<file path="config.mk">
export PLATFORM = sky130hd
export DESIGN_NAME = autorange_ctrl
export DESIGN_NICKNAME = d
export VERILOG_FILES = /design/src/rtl/autorange_pkg.sv /design/src/rtl/ar_sample.sv /design/src/rtl/ar_cmd_counter.sv /design/src/rtl/ar_range_step.sv /design/src/rtl/ar_settle_timer.sv /design/src/rtl/ar_ovr_detect.sv /design/src/rtl/autorange_ctrl.sv
export SDC_FILE = /design/constraint.sdc
export NUM_CORES = 1
export LEC_CHECK = 0
export ABC_CLOCK_PERIOD_IN_PS = 3390
export BUFFER_PORTS_ARGS = -buffer_cell sky130_fd_sc_hd__buf_2
export CAP_MARGIN = 20
export CORE_MARGIN = 2
export CORE_UTILIZATION = 30
export DETAILED_ROUTE_END_ITERATION = 6
export PLACE_DENSITY = 0.56
export RECOVER_POWER = 25
export SYNTH_ARGS = -nofsm -noshare
export SYNTH_HDL_FRONTEND = slang
export SYNTH_SLANG_ARGS = --single-unit
export TNS_END_PERCENT = 5
</file>
<file path="constraint.sdc">
create_clock -name clk -period 3.39 [get_ports clk]
set_clock_uncertainty 0.1 [all_clocks]
set_input_delay 0.678 -clock clk [delete_from_list [all_inputs] [get_ports clk]]
set_output_delay 0.678 -clock clk [all_outputs]
set_load 0.005 [all_outputs]
</file>
<file path="src/rtl/autorange_pkg.sv">
package autorange_pkg;

  typedef enum logic [1:0] {
    CMD_NONE = 2'd0,
    CMD_UP   = 2'd1,
    CMD_DOWN = 2'd2
  } ar_cmd_e;

endpackage

</file>
<file path="src/rtl/ar_sample.sv">
// Two-stage sampler: current and previous registered copy of each input bit.
module ar_sample #(
  parameter int W = 3
) (
  input  logic         clk,
  input  logic         rst,
  input  logic [W-1:0] sig_i,
  output logic [W-1:0] now_o,
  output logic [W-1:0] prev_o
);
  for (genvar g = 0; g < W; g++) begin : g_bit
    always_ff @(posedge clk) begin
      if (rst) begin
        now_o[g]  <= 1'b0;
        prev_o[g] <= 1'b0;
      end else begin
        now_o[g]  <= sig_i[g];
        prev_o[g] <= now_o[g];
      end
    end
  end
endmodule

</file>
<file path="src/rtl/ar_cmd_counter.sv">
// Modulo counter of range pulses within a measurement; decodes command at its end.
module ar_cmd_counter
  import autorange_pkg::*;
#(
  parameter int CMD_MOD    = 6,
  parameter int UP_COUNT   = 5,
  parameter int DOWN_COUNT = 1,
  localparam int CW = $clog2(CMD_MOD)
) (
  input  logic          clk,
  input  logic          rst,
  input  logic          meas_lvl_i,
  input  logic          meas_rise_i,
  input  logic          meas_fall_i,
  input  logic          pulse_rise_i,
  output ar_cmd_e       cmd_o,
  output logic [CW-1:0] cnt_o
);
  localparam logic [CW-1:0] LAST   = CW'(CMD_MOD - 1);
  localparam logic [CW-1:0] UP_V   = CW'(UP_COUNT);
  localparam logic [CW-1:0] DOWN_V = CW'(DOWN_COUNT);

  logic [CW-1:0] cnt_q;

  always_ff @(posedge clk) begin
    if (rst) begin
      cnt_q <= '0;
    end else if (cnt_q > LAST) begin
      cnt_q <= '0;                       // unused state: recover
    end else if (meas_rise_i) begin
      cnt_q <= '0;
    end else if (meas_lvl_i && pulse_rise_i) begin
      cnt_q <= (cnt_q == LAST) ? '0 : cnt_q + 1'b1;
    end
  end

  always_comb begin
    cmd_o = CMD_NONE;
    if (meas_fall_i) begin
      if (cnt_q == UP_V)        cmd_o = CMD_UP;
      else if (cnt_q == DOWN_V) cmd_o = CMD_DOWN;
    end
  end

  assign cnt_o = cnt_q;
endmodule

</file>
<file path="src/rtl/ar_range_step.sv">
// Range register with ladder limits and one-cycle step strobes.
module ar_range_step
  import autorange_pkg::*;
#(
  parameter int NUM_RANGES  = 5,
  parameter int DCV_TOP     = 3,
  parameter int RESET_RANGE = 4,
  localparam int RW = $clog2(NUM_RANGES)
) (
  input  logic          clk,
  input  logic          rst,
  input  ar_cmd_e       cmd_i,
  input  logic          func_dcv_i,
  input  logic          busy_i,
  output logic          step_o,
  output logic [RW-1:0] range_o,
  output logic          up_o,
  output logic          dn_o
);
  localparam logic [RW-1:0] TOP_ALL = RW'(NUM_RANGES - 1);
  localparam logic [RW-1:0] TOP_DCV = RW'(DCV_TOP);
  localparam logic [RW-1:0] BOTTOM  = '0;
  localparam logic [RW-1:0] RST_V   = RW'(RESET_RANGE);

  logic [RW-1:0] range_q;
  logic [RW-1:0] top_lim;
  logic          take_up, take_dn;

  always_comb begin
    top_lim = func_dcv_i ? TOP_DCV : TOP_ALL;
    take_up = (cmd_i == CMD_UP)   && !busy_i && (range_q < top_lim);
    take_dn = (cmd_i == CMD_DOWN) && !busy_i && (range_q > BOTTOM);
  end

  always_ff @(posedge clk) begin
    if (rst) begin
      range_q <= RST_V;
      up_o    <= 1'b0;
      dn_o    <= 1'b0;
    end else begin
      up_o <= take_up;
      dn_o <= take_dn;
      if (take_up)      range_q <= range_q + 1'b1;
      else if (take_dn) range_q <= range_q - 1'b1;
    end
  end

  assign step_o  = take_up | take_dn;
  assign range_o = range_q;
endmodule

</file>
<file path="src/rtl/ar_settle_timer.sv">
// Settling lockout; length chosen by the filter input at the moment of start.
module ar_settle_timer #(
  parameter int SETTLE_NORM = 1000,
  parameter int SETTLE_FILT = 4000,
  localparam int LONGEST = (SETTLE_NORM > SETTLE_FILT) ? SETTLE_NORM : SETTLE_FILT,
  localparam int TW = $clog2(LONGEST)
) (
  input  logic clk,
  input  logic rst,
  input  logic start_i,
  input  logic filt_i,
  output logic busy_o
);
  localparam logic [TW-1:0] LOAD_N = TW'(SETTLE_NORM - 1);
  localparam logic [TW-1:0] LOAD_F = TW'(SETTLE_FILT - 1);

  logic [TW-1:0] left_q;

  always_ff @(posedge clk) begin
    if (rst) begin
      left_q <= '0;
      busy_o <= 1'b0;
    end else if (start_i) begin
      left_q <= filt_i ? LOAD_F : LOAD_N;
      busy_o <= 1'b1;
    end else if (busy_o) begin
      if (left_q == '0) busy_o <= 1'b0;
      else              left_q <= left_q - 1'b1;
    end
  end
endmodule

</file>
<file path="src/rtl/ar_ovr_detect.sv">
// Counts converter pulses within a measurement; flags at the threshold.
module ar_ovr_detect #(
  parameter int OVR_PULSES = 12,
  localparam int OW = $clog2(OVR_PULSES + 1)
) (
  input  logic clk,
  input  logic rst,
  input  logic meas_lvl_i,
  input  logic meas_rise_i,
  input  logic pulse_rise_i,
  output logic ovr_o
);
  localparam logic [OW-1:0] ARM = OW'(OVR_PULSES - 1);

  logic [OW-1:0] seen_q;

  always_ff @(posedge clk) begin
    if (rst) begin
      seen_q <= '0;
      ovr_o  <= 1'b0;
    end else if (meas_rise_i) begin
      seen_q <= '0;
      ovr_o  <= 1'b0;
    end else if (meas_lvl_i && pulse_rise_i && !ovr_o) begin
      seen_q <= seen_q + 1'b1;
      if (seen_q == ARM) ovr_o <= 1'b1;
    end
  end
endmodule

</file>
<file path="src/rtl/autorange_ctrl.sv">
module autorange_ctrl
  import autorange_pkg::*;
#(
  parameter int NUM_RANGES  = 5,
  parameter int DCV_TOP     = 3,
  parameter int RESET_RANGE = 4,
  parameter int CMD_MOD     = 6,
  parameter int UP_COUNT    = 5,
  parameter int DOWN_COUNT  = 1,
  parameter int OVR_PULSES  = 12,
  parameter int SETTLE_NORM = 1000,
  parameter int SETTLE_FILT = 4000,
  localparam int RW = $clog2(NUM_RANGES),
  localparam int CW = $clog2(CMD_MOD)
) (
  input  logic          clk,
  input  logic          rst,
  input  logic          meas_i,
  input  logic          rng_pulse_i,
  input  logic          conv_pulse_i,
  input  logic          func_dcv_i,
  input  logic          filt_i,
  output logic [RW-1:0] range_o,
  output logic          up_o,
  output logic          dn_o,
  output logic          busy_o,
  output logic          ovr_o
);
  localparam int NSIG = 3;

  logic [NSIG-1:0] s_now, s_prev, s_rise;
  logic            meas_lvl, meas_rise, meas_fall;
  ar_cmd_e         cmd;
  logic [CW-1:0]   cmd_cnt;
  logic            step;

  ar_sample #(.W(NSIG)) u_sample (
    .clk    (clk),
    .rst    (rst),
    .sig_i  ({conv_pulse_i, rng_pulse_i, meas_i}),
    .now_o  (s_now),
    .prev_o (s_prev)
  );

  assign s_rise    = s_now & ~s_prev;
  assign meas_lvl  = s_now[0];
  assign meas_rise = s_rise[0];
  assign meas_fall = s_prev[0] & ~s_now[0];

  ar_cmd_counter #(
    .CMD_MOD(CMD_MOD), .UP_COUNT(UP_COUNT), .DOWN_COUNT(DOWN_COUNT)
  ) u_cmd (
    .clk          (clk),
    .rst          (rst),
    .meas_lvl_i   (meas_lvl),
    .meas_rise_i  (meas_rise),
    .meas_fall_i  (meas_fall),
    .pulse_rise_i (s_rise[1]),
    .cmd_o        (cmd),
    .cnt_o        (cmd_cnt)
  );

  ar_range_step #(
    .NUM_RANGES(NUM_RANGES), .DCV_TOP(DCV_TOP), .RESET_RANGE(RESET_RANGE)
  ) u_step (
    .clk        (clk),
    .rst        (rst),
    .cmd_i      (cmd),
    .func_dcv_i (func_dcv_i),
    .busy_i     (busy_o),
    .step_o     (step),
    .range_o    (range_o),
    .up_o       (up_o),
    .dn_o       (dn_o)
  );

  ar_settle_timer #(
    .SETTLE_NORM(SETTLE_NORM), .SETTLE_FILT(SETTLE_FILT)
  ) u_settle (
    .clk     (clk),
    .rst     (rst),
    .start_i (step),
    .filt_i  (filt_i),
    .busy_o  (busy_o)
  );

  ar_ovr_detect #(.OVR_PULSES(OVR_PULSES)) u_ovr (
    .clk          (clk),
    .rst          (rst),
    .meas_lvl_i   (meas_lvl),
    .meas_rise_i  (meas_rise),
    .pulse_rise_i (s_rise[2]),
    .ovr_o        (ovr_o)
  );
endmodule

</file>
==> results_tabular.tex <==
\begin{tabular}{lr}
\hline
Metric & Value \\
\hline
\multicolumn{2}{l}{\textbf{Clocking}} \\
Number of gates resized after cts & 0 \\
TritonCTS Buffers & 5 \\
CTS root buf & clkbuf\_8 \\
Number of setup buffers added after CTS & 0 \\
Clk sinks & 32 \\
Clk Latency, worst-skew pair & $\sim$0.29 ns \\
CTS tree & built \\
Maximum number of buffers from clock root to sink & 2 \\
\# hold bufs at CTS & 0 \\
Level count of the clock H-tree & 2 \\
Clock-pin slew of the registers on the worst-case setup and hold paths & roughly 0.070 ns \\
\multicolumn{2}{l}{\textbf{Floorplan}} \\
Row Count & 25 \\
Initial standard-cell utilization of the core & around 31\% \\
Total Die Area & $\sim$5500 sq um \\
Width of the die & 74.18 um \\
Number of top-level pins & 14 \\
Vertical extent of the die & $\sim$74 um \\
Area of the core & $\sim$4700 sq um \\
\multicolumn{2}{l}{\textbf{GRT}} \\
Global-route wire length before repair & just under 5000 um \\
Global-route total usage across every layer & between 10\% and 20\% \\
Antenna violations before repair & 0 \\
Total gr overflow & 0 \\
Maximum number of pins on one net before global-route repair & 22 \\
Number of global-route vias before repair & 1059 \\
\multicolumn{2}{l}{\textbf{Layout}} \\
Number of standard cells in the final layout excluding fillers & roughly 240 \\
Layout-stage area growth over the synthesis result & 15.50\% \\
Antenna cell count & 0 \\
Share of layout cells above drive strength 1 & between 10\% and 20\% \\
Fill cells & 495 \\
Number of nets at the end of the flow & approximately 190 \\
\multicolumn{2}{l}{\textbf{STA}} \\
Setup TNS & 0 ns \\
Final setup violation count & 0 \\
Crit share post-route & 78.10\% \\
Final-report max-slew violation count & 0 \\
Hold Violations, Final & 0 \\
Clock period minus final worst setup slack & 2.647 ns \\
Transition time of the tightest slew-check pin & 0.9633 ns \\
Setup repair after global routing missed its margin & no \\
Fin Hold WS & 0.3664 ns \\
Max\_slew headroom & 34.88\% \\
Max Freq & between 300 and 400 MHz \\
Minimum setup slack in the final design & 0.7425 ns \\
\multicolumn{2}{l}{\textbf{Power}} \\
Cell Pwr Density & between 400 and 500 nW/um\^{}2 \\
VDD IR-drop max & 0.1390 mV \\
Total leakage power & approximately 0.66 nW \\
Power Total & approximately 0.00077 W \\
\multicolumn{2}{l}{\textbf{Placed design}} \\
Post-Place Cells & 234 \\
Port Buffers & 13 \\
Routability Congestion & 0.7159 \\
Post-DP HPWL & a little under 2000 um \\
Post-place setup slack & around 0.43 ns \\
\multicolumn{2}{l}{\textbf{Drt}} \\
Average vias per placed instance & 4.731 \\
Post-DR wirelength/cell & approximately 11 um \\
Number of DRC markers in iteration 0 & between 40 and 50 \\
Number of detailed-routing iterations run before antenna repair & 4 \\
Post-route DRC violation count & 0 \\
Wirelength, routed & around 2800 um \\
Routed vias & around 1100 \\
Post-DRT Antenna Nets & 0 \\
\multicolumn{2}{l}{\textbf{Logic synthesis}} \\
Sequential share of the synthesized area & a little over two fifths \\
Ys flop type & dfxtp\_1 \\
Commonest cells post-synth & dfxtp\_1, nor2\_1, a21oi\_1, inv\_1, nand2\_1 \\
Avg Inst Size Synth & between 9 and 10 sq um \\
Gate Count Post-Synth & 160 \\
Count of flip-flops with a built-in enable after synthesis & 0 \\
Flop and latch count out of synthesis & 32 \\
Cell type with the largest total area after synthesis & dfxtp\_1 \\
Share of Yosys cell area claimed by the top area cell type & a little over two fifths \\
Post-synthesis net count & between 150 and 200 \\
Area of the mapped netlist & between 1000 and 1500 sq um \\
Unique cell type count in the Yosys netlist & 50 \\
Share of async-settable or async-resettable flops after synthesis & 0\% \\
Total of warnings raised by yosys & 0 \\
Dominant cells by area after synthesis & dfxtp\_1, xnor2\_1, ha\_1 \\
Most common cell in the netlist & dfxtp\_1 \\
\multicolumn{2}{l}{\textbf{Hold path}} \\
Hold/Removal Path Class & reg -> reg \\
Hold Path Stages & 1 \\
Hold Path Origin & u\_sample.now\_o[2]\$\_SDFF\_PP0\_ \\
Worst Hold Path EP & u\_sample.prev\_o[2]\$\_SDFF\_PP0\_ \\
\multicolumn{2}{l}{\textbf{Setup path}} \\
Worst setup path class & in -> reg \\
Data required time at the worst endpoint & 3.46 ns \\
Category of the worst setup path launch point & input pin \\
Data arrival time of the critical path & 2.72 ns \\
Capture point of the worst reg-to-reg path & u\_step.range\_o[2]\$\_SDFFE\_PP1P\_ \\
Worst reg2reg startpoint & u\_step.range\_o[1]\$\_SDFFE\_PP0P\_ \\
Register-to-register setup slack & about 0.84 ns \\
Critical path capture point type & register \\
Maximum net fanout on the critical path & 4 \\
Reg2reg path depth & 8 \\
\multicolumn{2}{l}{\textbf{Status}} \\
Outcome & finished, final reports clean \\
\multicolumn{2}{l}{\textbf{Run}} \\
Reported max-cap violation count & 0 \\
\hline
\end{tabular}
-- power breakdown --
group / leakage (nW) / internal [W] / switching (W)
Sequential: 0.259 / 0.000381 / 0.00000296
Clock: 0.0552 / 0.000218 / 0.000146
Combinational: 0.349 / 0.0000102 / 0.0000143
Total: 0.663 / 0.000609 / 0.000164
-- layer usage --
metal  vias to the layer above  track usage, %  share of wire [%]
met5                         -               0                  0
met4                         0           6.667                2.5
met3                         7           3.794                4.0
met2                        19           16.47                 41
met1                       521           16.35                 52
li1                        598               -                  -
-- cell usage in the layout, fill, tap and decap left out, types with 2 or more instances in the layout --
| master | instances |
|---|---|
| nor2b_1 | 5 |
| xnor2_1 | 8 |
| nor4_1 | 2 |
| inv_1 | 9 |
| ha_1 | 5 |
| dfxtp_1 | 32 |
| a211oi_1 | 2 |
| or3_2 | 2 |
| clkbuf_1 | 3 |
| nor2_1 | 15 |
| buf_2 | 11 |
| xor2_1 | 2 |
| nor3_1 | 8 |
| a31oi_1 | 5 |
| nand2b_1 | 3 |
| nand3_1 | 3 |
| o211a_1 | 2 |
| clkbuf_8 | 5 |
| o21a_1 | 2 |
| nand2_1 | 9 |
| a21oi_1 | 10 |
-- worst max-delay path, stage by stage --
cell      delay (ns)
buf_2           0.10
inv_1           0.04
ha_1            0.27
and2_0          0.15
a221oi_1        0.48
nand2_1         0.16
fa_1            0.40
a21boi_0        0.15
nor3_1          0.18
o21ai_0         0.10
-- per-stage QoR --
stage,area (sq um),util (%)
floorplan,1478,-
global placement,1602,33.91
detailed placement,1602,33.91
CTS,1709,36.19
global route,1707,36.13
finish,1707,36.13
-- sequential cells by signal, indices dropped and copies added (netlist names) --
signal / cells
u_step.up_o: 1
u_settle.left_q: 12
u_cmd.cnt_o: 3
u_settle.busy_o: 1
u_step.range_o: 3
u_sample.prev_o: 3
u_step.dn_o: 1
u_ovr.seen_q: 4
u_sample.now_o: 3
u_ovr.ovr_o: 1
-- layout make-up --
type	instances	area [sq um]	share of cell area, %
Multi-Input combinational cell	113	778.2	45.60
Sequential cell	32	640.6	37.54
Tap cell	67	83.83	4.912
Clock buffer	6	72.57	4.252
Timing Repair Buffer	13	62.56	3.666
Clock inverter	2	35.03	2.053
Inverter	9	33.78	1.979
-- how the worst max path moves through the flow --
stage | startpoint | endpoint | slack (ns) | cells after the start
3_5_place_dp | func_dcv_i | u_step.range_o[2]$_SDFFE_PP1P_ | 0.43 | 10
3_3_place_gp | func_dcv_i | u_step.range_o[2]$_SDFFE_PP1P_ | 0.46 | 10
2_1_floorplan | func_dcv_i | u_step.range_o[2]$_SDFFE_PP1P_ | 0.70 | 9
4_1_cts | func_dcv_i | u_step.range_o[2]$_SDFFE_PP1P_ | 0.73 | 10
5_1_grt | func_dcv_i | u_step.range_o[2]$_SDFFE_PP1P_ | 0.49 | 10
6_report | func_dcv_i | u_step.range_o[2]$_SDFFE_PP1P_ | 0.74 | 10
-- cells by family (layout without fill, tap and decap cells) --
family / count (synthesis) / after routing / synth area share (%)
XOR/XNOR: 10 / 10 / 5.928
AO/OA/AOI/OAI: 34 / 34 / 16.85
AND/OR/NAND/NOR: 61 / 61 / 22.86
multiplexers: 2 / 2 / 1.439
adder cells (fa/ha/maj): 6 / 6 / 5.589
flip-flops: 32 / 32 / 43.35
buffers and inverters: 15 / 30 / 3.979
Power figures use the tool's default switching activity.
